## src/rtl/dbus_pkg.sv

```systemverilog
package dbus_pkg;
   typedef enum logic {
      CYC_WRITE = 1'b0,
      CYC_READ  = 1'b1
   } cyc_e;

   function automatic logic is_write(input logic rw_bit);
      return cyc_e'(rw_bit) == CYC_WRITE;
   endfunction
endpackage

```

## src/rtl/dbus_phase_reg.sv

```systemverilog
module dbus_phase_reg #(
   parameter int W = 8,
   parameter logic [W-1:0] RST_VAL = '0
) (
   input  logic         clk,
   input  logic         rst_n,
   input  logic         en,
   input  logic [W-1:0] d,
   output logic [W-1:0] q
);
   generate
      if (W < 1) begin : g_bad_w
         $error("dbus_phase_reg: W must be at least 1");
      end
   endgenerate

   always_ff @(posedge clk) begin
      if (!rst_n) begin
         q <= RST_VAL;
      end else if (en) begin
         q <= d;
      end
   end
endmodule

```

## src/rtl/dbus_drive.sv

```systemverilog
module dbus_drive
   import dbus_pkg::*;
#(
   parameter int W        = 8,
   parameter bit LOOPBACK = 1'b1
) (
   input  logic         rst_n,
   input  logic         rw,
   input  logic         phi2_en,
   input  logic [W-1:0] out_q,
   input  logic [W-1:0] pin_din,
   output logic         pin_oe,
   output logic [W-1:0] pin_dout,
   output logic [W-1:0] bus_val
);
   logic drive;

   always_comb begin
      drive    = rst_n & phi2_en & is_write(rw);
      pin_oe   = drive;
      pin_dout = out_q;
   end

   generate
      if (LOOPBACK) begin : g_loop
         // separate nets: the driven byte is echoed internally
         always_comb bus_val = drive ? out_q : pin_din;
      end else begin : g_pins
         // an external resolver already folds the drive into pin_din
         always_comb bus_val = pin_din;
      end
   endgenerate
endmodule

```

## src/rtl/dbus_iface.sv

```systemverilog
module dbus_iface #(
   parameter int DATA_W   = 8,
   parameter bit LOOPBACK = 1'b1
) (
   input  logic              clk,
   input  logic              rst_n,
   input  logic              phi1_en,
   input  logic              phi2_en,
   input  logic              rw,
   input  logic [DATA_W-1:0] result_bus,
   input  logic [DATA_W-1:0] pin_din,
   output logic [DATA_W-1:0] pin_dout,
   output logic              pin_oe,
   output logic [DATA_W-1:0] int_data,
   output logic [DATA_W-1:0] opcode_pre
);
   localparam int NUM_IN = 2;

   generate
      if (DATA_W < 1 || DATA_W > 64) begin : g_bad_w
         $error("dbus_iface: DATA_W out of range");
      end
   endgenerate

   logic [DATA_W-1:0] out_q;
   logic [DATA_W-1:0] bus_val;
   logic [DATA_W-1:0] in_q [NUM_IN];

   dbus_phase_reg #(.W(DATA_W)) u_out_reg (
      .clk  (clk),
      .rst_n(rst_n),
      .en   (phi1_en),
      .d    (result_bus),
      .q    (out_q)
   );

   dbus_drive #(.W(DATA_W), .LOOPBACK(LOOPBACK)) u_drive (
      .rst_n   (rst_n),
      .rw      (rw),
      .phi2_en (phi2_en),
      .out_q   (out_q),
      .pin_din (pin_din),
      .pin_oe  (pin_oe),
      .pin_dout(pin_dout),
      .bus_val (bus_val)
   );

   generate
      for (genvar i = 0; i < NUM_IN; i++) begin : g_in
         dbus_phase_reg #(.W(DATA_W)) u_in_reg (
            .clk  (clk),
            .rst_n(rst_n),
            .en   (phi2_en),
            .d    (bus_val),
            .q    (in_q[i])
         );
      end
   endgenerate

   assign int_data   = in_q[0];
   assign opcode_pre = in_q[1];
endmodule

```

## config.mk

```make
export PLATFORM = sky130hd
export DESIGN_NAME = dbus_iface
export DESIGN_NICKNAME = d
export VERILOG_FILES = /design/src/rtl/dbus_pkg.sv /design/src/rtl/dbus_phase_reg.sv /design/src/rtl/dbus_drive.sv /design/src/rtl/dbus_iface.sv
export SDC_FILE = /design/constraint.sdc
export NUM_CORES = 1
export LEC_CHECK = 0
export ABC_AREA = 1
export CAP_MARGIN = 15
export CELL_PAD_IN_SITES_DETAIL_PLACEMENT = 0
export CELL_PAD_IN_SITES_GLOBAL_PLACEMENT = 1
export CORE_MARGIN = 1.5
export CORE_UTILIZATION = 46
export DETAILED_ROUTE_END_ITERATION = 7
export DONT_BUFFER_PORTS = 1
export PLACE_DENSITY = 0.87
export SLEW_MARGIN = 10
export SYNTH_ARGS = -nofsm -noshare
export SYNTH_HDL_FRONTEND = slang
export SYNTH_HIERARCHICAL = 1
export SYNTH_SLANG_ARGS = --single-unit
```

## constraint.sdc

```tcl
create_clock -name clk -period 1.4 [get_ports clk]
set_clock_uncertainty 0.15 [all_clocks]
set_input_delay 0.28 -clock clk [delete_from_list [all_inputs] [get_ports clk]]
set_output_delay 0.28 -clock clk [all_outputs]
set_load 0.01 [all_outputs]
```

==> results list, run 1 <==
* Result of the run: finished with violations
* Violations in the final reports: hold timing
* Adder-Cell Fraction of Synth Area: 0
* Post-Syn Nets: approximately 210
* Cts hold-fix bufs: 24
* Number of placed instances, taps included: between 200 and 250
- # Post-CTS Setup Buffers: 0
- Core region area: between 2000 and 3000 um2
- Routability-driven placement finished with a final weighted congestion of around 0.76.
* Portion of the clock cycle consumed by the worst path in the final layout: 0.9466
- The largest single stage delay on the critical path is 0.56 ns.
- In the synthesized netlist the async set-or-reset flop fraction comes to 0.
- At the end of the flow, the number of nets in the layout was 221.
* Register cell area after layout: 480.5 um2
- Top post-synthesis cells by count: nand2_1 (58), nor2_1 (48), inv_1 (25)
- Tightest hold margin: -0.03751 ns
- Of the total synthesized cell area, the portion taken by XOR and XNOR cells is 0.
- For the worst setup path, the data required time is between 1.5 and 2 ns.
- The most used flip-flop cell after synthesis is dfxtp_1.
* Final core utilization: 0.5162
- Instance count of the mapped netlist: 190
* Wire length of the first global-routing pass: between 4000 and 5000 um
* Fillers: 286
* Length of routed met3 wiring: around 150 um
- The critical path goes through nor2_1 -> dlygate4sd3_1 -> nor2_1.
- Min-Delay Path Class: input port to register
- Worst ir drop on vdd: 0.0005685 V
- Yosys mapped the design onto 11 distinct sky130hd cell types.
* Floorplan row count: 19
- The die is approximately 56 um tall.
- Summed over all layers, the routed wires come to 2638 um.
* Antenna violations before repair: 0
- The floorplan step defined a die boundary enclosing about 3100 um2.
* Mean number of vias per cell: about 4.8
- The clock passes through at most 2 buffers.
- Of the post-synthesis cell area, the part taken by muxes is 0.
* Routed wire length on met2: roughly 1400 um
- 0 antenna diodes ended up in the layout.
* Setup repair after global routing missed its margin: no
- Clock-pin slew on the worst setup and hold paths: between 0.1 and 0.15 ns
* Worst-Margin Slew: about 0.7 ns
- Ranked by total cell area, the synthesized netlist is headed by dfxtp_1 (37%), nand2_1 (17%), nor2_1 (14%), inv_1 (7.3%), buf_8 (7.0%).
- For this run, the register share of the synthesized area comes to 0.3732.
- The initial utilization of the core area, before any placement, comes to 0.4751.
- In this run the power density over the cells is between 900 and 1000 nW/um2.
- The number of global-route vias before repair came to between 1k and 1.5k.
- Largest net degree at the start of global routing: 42
- In the routed design, unresolved DRC markers number 0.
- dfxtp_1 takes more of the synthesized area than any other cell.
- Achievable frequency: 754.6 MHz
* Kind of critical path: register to register
- Overflow left after global routing: 0
- The detailed router used layers up to and including met4.
* Area occupied by multi-input gates: a little over 500 um2
- The worst setup path is captured at a register.
- LEAKAGE: approximately 0.76 nW
* Layout cells sized above 1: 0.06030
- Slowest stage cell on the critical path: dlygate4sd3_1
* Clock tree from TritonCTS: built
- Clock latency on the worst-skew pair: 0.30 ns
* Met1 wire length: roughly 1100 um
* Dominant cell by count in the synthesized netlist: nand2_1
- In the final routed layout, each cell accounts on average for between 10 and 15 um.
- Data on the critical path arrives at its endpoint at roughly 1.4 ns.
- In this run the number of H-tree levels came out at 1.
- TritonCTS Buffers: 3
- Cell area after synthesis: about 1300 um2
* Number of top-level pins: 46
- Number of max-cap violations: 0
- The worst setup path is launched from a register.
* Number of detailed-routing iterations run before antenna repair: 5
- Fraction of the mapped netlist area in simple logic gates: 0.3907
- Compared with the post-synthesis result, the final layout area differs by 8.649%.
- Critical Path Most Common Cell: nor2_1
- Setup total negative slack on the finished layout was measured at 0 ns.
- Main combinational cell family by area after synthesis: simple AND/OR/NAND/NOR gates
- For this run, the number of standard cells in the final layout without fillers is 230.
- Routed Antenna Nets: 0
* Post-synthesis average cell area: slightly below 7 um2
- Final hold vios: 16
- PortBufs: 0
- The synthesized design contains 24 register bits.
- Once detailed placement completed, the half-perimeter wirelength came to ~1700 um.
- The number of pins with negative max-slew slack in the final report came to 0.
- Via count: 1095
- In this run, the number of DRC markers left after iteration 0 of detailed routing was 29.
- Measured along the x axis, the die boundary spans about 56 um.
- Number of warnings reported in the yosys synthesis log: 6
- Min cycle time layout: 1.325 ns
* Synth top area share: 0.3732
- The area fraction in compound gates after synthesis was 0.
- Across every metal layer, demand over resource in global routing totals 0.1831.
* Number of enable flip-flop cells after synthesis: 0
* Max-slew headroom: 0.5355
* Count of clock tree sinks: 24
- In this run the worst path has a maximum fanout of 2.
* Final setup violating endpoints: 0
- The tree is rooted in a clkbuf_4.
## registers in the layout (all words and copies together), names as in the netlist
register,count
u_out_reg/q,8
g_in.u_in_reg/q,16
## report_power, final
group          switching [mW]  total [mW]  leakage (nW)  internal [mW]
Clock                   0.196       0.355        0.0210          0.159
Sequential             0.0591       0.791         0.200          0.732
Combinational           0.101       0.215         0.544          0.114
Total                   0.356        1.36         0.765           1.01
## cell type report
type | count | share of cell area
inverters | 26 | 0.06977
well taps | 31 | 0.02773
flip-flops and latches | 24 | 0.3435
multi-input cells | 121 | 0.3596
repair buffers | 24 | 0.1735
clock buffers | 4 | 0.02594
## cells in the final DEF, fill, tap and decap left out, drive strengths merged
cell type	n
clkbuf	4
dfxtp	24
dlygate4sd3	23
dlymetal6s4s	1
inv	26
nand2	64
nand3	1
nand4	8
nor2	48
## metal layers
metal  vias to the layer above  track usage
met2                        32       0.3367
li1                        565            -
met3                         6      0.05116
met4                         0      0.08844
met1                       492       0.1895
met5                         -            0
## path summary, 6_finish.rpt
| kind | from | slack (ns) | to | depth (start not counted) |
|---|---|---|---|---|
| max reg2reg | g_in[1].u_in_reg/q[4] | 0.07 | g_in[1].u_in_reg/q[4] | 3 |
| min reg2reg | g_in[1].u_in_reg/q[6] | 0.38 | g_in[1].u_in_reg/q[6] | 2 |
| max | g_in[1].u_in_reg/q[4] | 0.07 | g_in[1].u_in_reg/q[4] | 3 |
| min | phi2_en | -0.04 | g_in[1].u_in_reg/q[6] | 3 |
## cell families after synthesis
group / after synthesis
buf+inv: 45
simple gates: 121
flops: 24
## timing repair
action                                  in CTS  in global routing
hold endpoints to repair                    24                 16
endpoints found under the setup margin       0                 20
resized for setup                            0                  1
## through the flow
step	area (um2)	power (mW)	setup WS, ns
6_report	1399	1.361	0.07479
5_1_grt	1399	1.449	0.001619
4_1_cts	1396	1.379	0.007243
3_5_place_dp	1120	0.9426	0.2484
3_3_place_gp	1120	0.9382	0.2796
2_1_floorplan	1287	1.001	0.3535
## critical path: cells and delay by family (launching register included)
kind	cells	cell delay (ns)
buf+inv	1	0.56
flops	1	0.42
simple gates	2	0.15
Power figures use the tool's default switching activity.
==> run 2: changes to the inputs <==
ABC_AREA = not set   (was 1)
CORE_UTILIZATION = 50   (was 46)
PLACE_DENSITY = 0.86   (was 0.87)
==> run 2 against run 1 <==
Power decreased by 5.0%. Critical path type is now input port to register. Largest power group unchanged. Design area decreased by 16%. Worst setup slack improved by 0.13 ns. The flow still finishes with violations (hold timing). Register-to-register slack improved by 0.19 ns. Fmax increased by 11%. Largest cell class unchanged. Count of clock-buffer cells in the layout unchanged.
==> results list, run 2 <==
* Register area share after synthesis: 0.4455 (was 0.3732)
- The number of global-route vias before repair was 639 (was 1043).
- Core region area: 2002 um2 (was 2710 um2)
- Critical Path Start Type: input port (was register)
- The die width came to 49.45 um (was 55.91 um).
- PnR worst setup slack: 0.2037 ns (was 0.07479 ns)
* Final setup violating endpoints: 0 (unchanged)
* Power density normalized to cell area: 1106 nW/um2 (was 973.2 nW/um2)
* Number of inserted diodes: 0 (unchanged)
- The net count after synthesis is 114 (was 211).
- Global-route usage over all layers: 0.1741 (was 0.1831)
* Switching pwr: 316.8 uW (was 356.3 uW)
* Number of H-tree levels: 1 (unchanged)
- The number of maximum-capacitance constraint violations was 0 (unchanged).
- Part of the power in the clock network: 0.283 (was 0.261)
- The overall routed net length came to 1969 um (was 2638 um).
* Non-filler cells in the finished layout: 124 (was 230)
* DRC violations left: 0 (unchanged)
- The switching share of total power is 0.2449 (was 0.2617).
- Layout cells sized above 1: 0.1340 (was 0.06030)
- The number of pins with negative max-slew slack in the final report came to 0 (unchanged).
- The combined area of all synthesized cells is 1079 um2 (was 1287 um2).
- The end of the worst register-to-register path is g_in[0].u_in_reg/q[2] (was g_in[1].u_in_reg/q[4]).
- The top register by number of flip-flops is g_in.u_in_reg/q (unchanged).
* Area growth, synth to finish: 8.469% (was 8.649%)
* Worst-Margin Slew: 0.6810 ns (was 0.6967 ns)
* Required arrival time at the worst endpoint: 1.47 ns (was 1.51 ns)
- The post-route core utilization came to 0.5844 (was 0.5162).
* Average detailed-routed wire length per instance: 15.88 um (was 11.47 um)
- The category of the critical setup timing path is input port to register (was register to register).
- The maximum clock insertion buffer count was 2 (unchanged).
- Clock tree from TritonCTS: built (unchanged)
- The number of top-level pins is 46 (unchanged).
- Achievable frequency: 835.9 MHz (was 754.6 MHz)
* Tightest hold margin: -0.01045 ns (was -0.03751 ns)
- The critical path data arrival time was 1.26 ns (was 1.43 ns).
- The post-CTS repair timing setup buffer count came to 0 (unchanged).
- The synthesized netlist cell count came to 93 (was 190).
- Relative contribution of sequential cells to total power: 0.600 (was 0.581)
- The count of yosys warnings during synthesis is 6 (unchanged).
* Height of the die: 49.45 um (was 55.91 um)
* Top flip-flop cell by instance count after synthesis: dfxtp_1 (unchanged)
- Register-to-register setup slack: 0.26 ns (was 0.07 ns)
- The type of destination of the critical path is a register (unchanged).
- The pre-CTS worst setup slack is 0.08758 ns (was 0.2484 ns).
- Top post-synthesis cells by count: dfxtp_1 (24), mux2i_1 (24), nor2b_1 (24) (was nand2_1 (58), nor2_1 (48), inv_1 (25)).
- Number of synthesized register bits: 24 (unchanged)
- Result of the run: finished with violations (unchanged)
- Mean number of vias per cell: 5.016 (was 4.761)
- The class of the most critical hold timing path is input port to register (unchanged).
* Worst hold endpoint: g_in[1].u_in_reg/q[4] (was g_in[1].u_in_reg/q[6])
* Via count: 622 (was 1095)
* Total internal power: 976.9 uW (was 1.005 mW)
- Post-detail-place hpwl: 1273 um (was 1688 um)
- The total clock sinks came to 24 (unchanged).
- The area occupied by multi-input gates is 500.5 um2 (was 503.0 um2).
* Min cycle time layout: 1.196 ns (was 1.325 ns)
- The final total negative setup slack was 0 ns (unchanged).
* LEAKAGE: 0.5237 nW (was 0.7649 nW)
- Number of detailed-routing iterations run before antenna repair: 3 (was 5)
- Path depth of the worst reg2reg path: 3 (unchanged)
- Setup repair after global routing missed its margin: no (unchanged)
- Post-synthesis average cell area: 11.60 um2 (was 6.776 um2)
- Combinational Power Share: 0.117 (was 0.158)
- The first-pass GRT wire length is 3167 um (was 4478 um).
- The number of violations reported at the end of detailed-routing iteration 0 was 4 (was 29).
- Top library cells by usage in the layout, fill and taps aside: mux2i_1 (24), nor2b_1 (24), dfxtp_1 (24), dlygate4sd3_1 (9), mux2_2 (8) (was nand2_1 (58), nor2_1 (48), inv_1 (25), dfxtp_1 (24), dlygate4sd3_1 (23))
- The initial antenna violation count is 0 (unchanged).
- Largest net degree at the start of global routing: 25 (was 42)
* PortBufs: 0 (unchanged)
- Final hold vios: 4 (was 16)
- The hold path depth was 2 (was 3).
- Routed Antenna Nets: 0 (unchanged)
- Worst ir drop on vdd: 0.0006227 V (was 0.0005685 V)
- Max FFs per register: 16 (unchanged)
* Maximum fanout along the worst path: 14 (was 2)
- The area fraction of the dominant cell type after synthesis came to 0.4455 (was 0.3732).
- Fraction of registers with async set or reset after synthesis: 0 (unchanged)
- The library cell occupying the most area in the post-synthesis netlist was dfxtp_1 (unchanged).
- The number of flops mapped to enable cells by yosys came to 0 (unchanged).
- Registers with the most flip-flops: g_in.u_in_reg/q (16), u_out_reg/q (8) (unchanged)
- The initial core utilization was 0.5387 (was 0.4751).
- Reg-to-reg startpoint: u_out_reg/q[2] (was g_in[1].u_in_reg/q[4])
* Max-slew headroom: 0.5460 (was 0.5355)
- The global placer's final weighted congestion came to 0.6482 (was 0.7635).
* Hold Startpoint: phi2_en (unchanged)
- Clock latency on the worst-skew pair: 0.31 ns (was 0.30 ns)
- The number of buffers created by CTS was 3 (unchanged).
* Number of placed instances, taps included: 109 (was 202)
- Overflow left after global routing: 0 (unchanged)
- The area taken by flip-flops and latches came to 480.5 um2 (unchanged).
- Clock Root Buffer: clkbuf_4 (unchanged)
- Violations in the final reports: hold timing (unchanged)
* Portion of the clock cycle consumed by the worst path in the final layout: 0.8545 (was 0.9466)
* Fillers: 172 (was 286)
- The final net count came to 119 (was 221).
- The floorplan die area came to 2445 um2 (was 3125 um2).
- Synth area leaders: dfxtp_1 (45%), mux2i_1 (22%), nor2b_1 (14%), mux2_2 (8.4%), buf_4 (5.6%) (was dfxtp_1 (37%), nand2_1 (17%), nor2_1 (14%), inv_1 (7.3%), buf_8 (7.0%))
- Floorplan row count: 16 (was 19)
- Clock-pin slew on the worst setup and hold paths: 0.13 ns (was 0.12 ns)
- The count of unique library cells instantiated by Yosys was 8 (was 11).
==> run 2: critical path, stage by stage <==
cell and delay (ns):
dlygate4sd3_1 0.70, mux2i_1 0.23, nor2b_1 0.06
==> run 2: timing repair <==
| action | in CTS | in global routing |
|---|---|---|
| hold buffers | 10 | 1 |
| resized for setup | 0 | 2 |
| setup endpoints to repair | 0 | 10 |
| hold endpoints to repair | 24 | 4 |
==> run 2: worst max path at each step <==
stage / cells after the start / startpoint / slack, ns / endpoint
after floorplan: 4 / rw / 0.18 / g_in[0].u_in_reg/q[0]
after global placement: 4 / rw / 0.12 / g_in[0].u_in_reg/q[0]
after detailed placement: 4 / rw / 0.09 / g_in[1].u_in_reg/q[3]
after CTS: 3 / phi1_en / 0.07 / u_out_reg/q[3]
after global routing: 0 / g_in[1].u_in_reg/q[1] / 0.17 / opcode_pre[1]
final: 3 / phi2_en / 0.20 / g_in[0].u_in_reg/q[5]
==> run 2: kinds of logic after synthesis <==
logic type,count (synthesis),share of synthesized area
buffers and inverters,12,0.09048
multiplexers,32,0.3063
AND/OR/NAND/NOR,25,0.1578
flip-flops,24,0.4455
==> run 2: layer usage <==
layer,GRT usage,vias up,wire length (um)
met5,0,-,0
met4,0.08333,0,22
met3,0.08896,4,238
met2,0.2410,30,837
met1,0.2224,277,871
li1,-,311,-
==> run 2: layout make-up <==
class                   instances  share of cell area
multi-input cells              57              0.4278
repair buffers                 11             0.09840
inverters                       1            0.003209
flip-flops and latches         24              0.4107
clock buffers                   4             0.03102
well taps                      27             0.02888
==> run 2: stage by stage <==
| stage | total power [mW] | cell area, um2 |
|---|---|---|
| after floorplan | 0.9191 | 1079 |
| after global placement | 0.8967 | 1018 |
| after detailed placement | 0.9020 | 1018 |
| after CTS | 1.298 | 1155 |
| after global routing | 1.359 | 1170 |
| final | 1.294 | 1170 |
==> run 2: power groups by stage <==
stage          clock (mW)  sequential (mW)  combinational, mW
2_1_floorplan           0            0.775              0.144
3_3_place_gp            0            0.792              0.104
3_5_place_dp            0            0.793              0.109
4_1_cts             0.377            0.777              0.144
5_1_grt             0.407            0.784              0.169
6_report            0.366            0.776              0.151
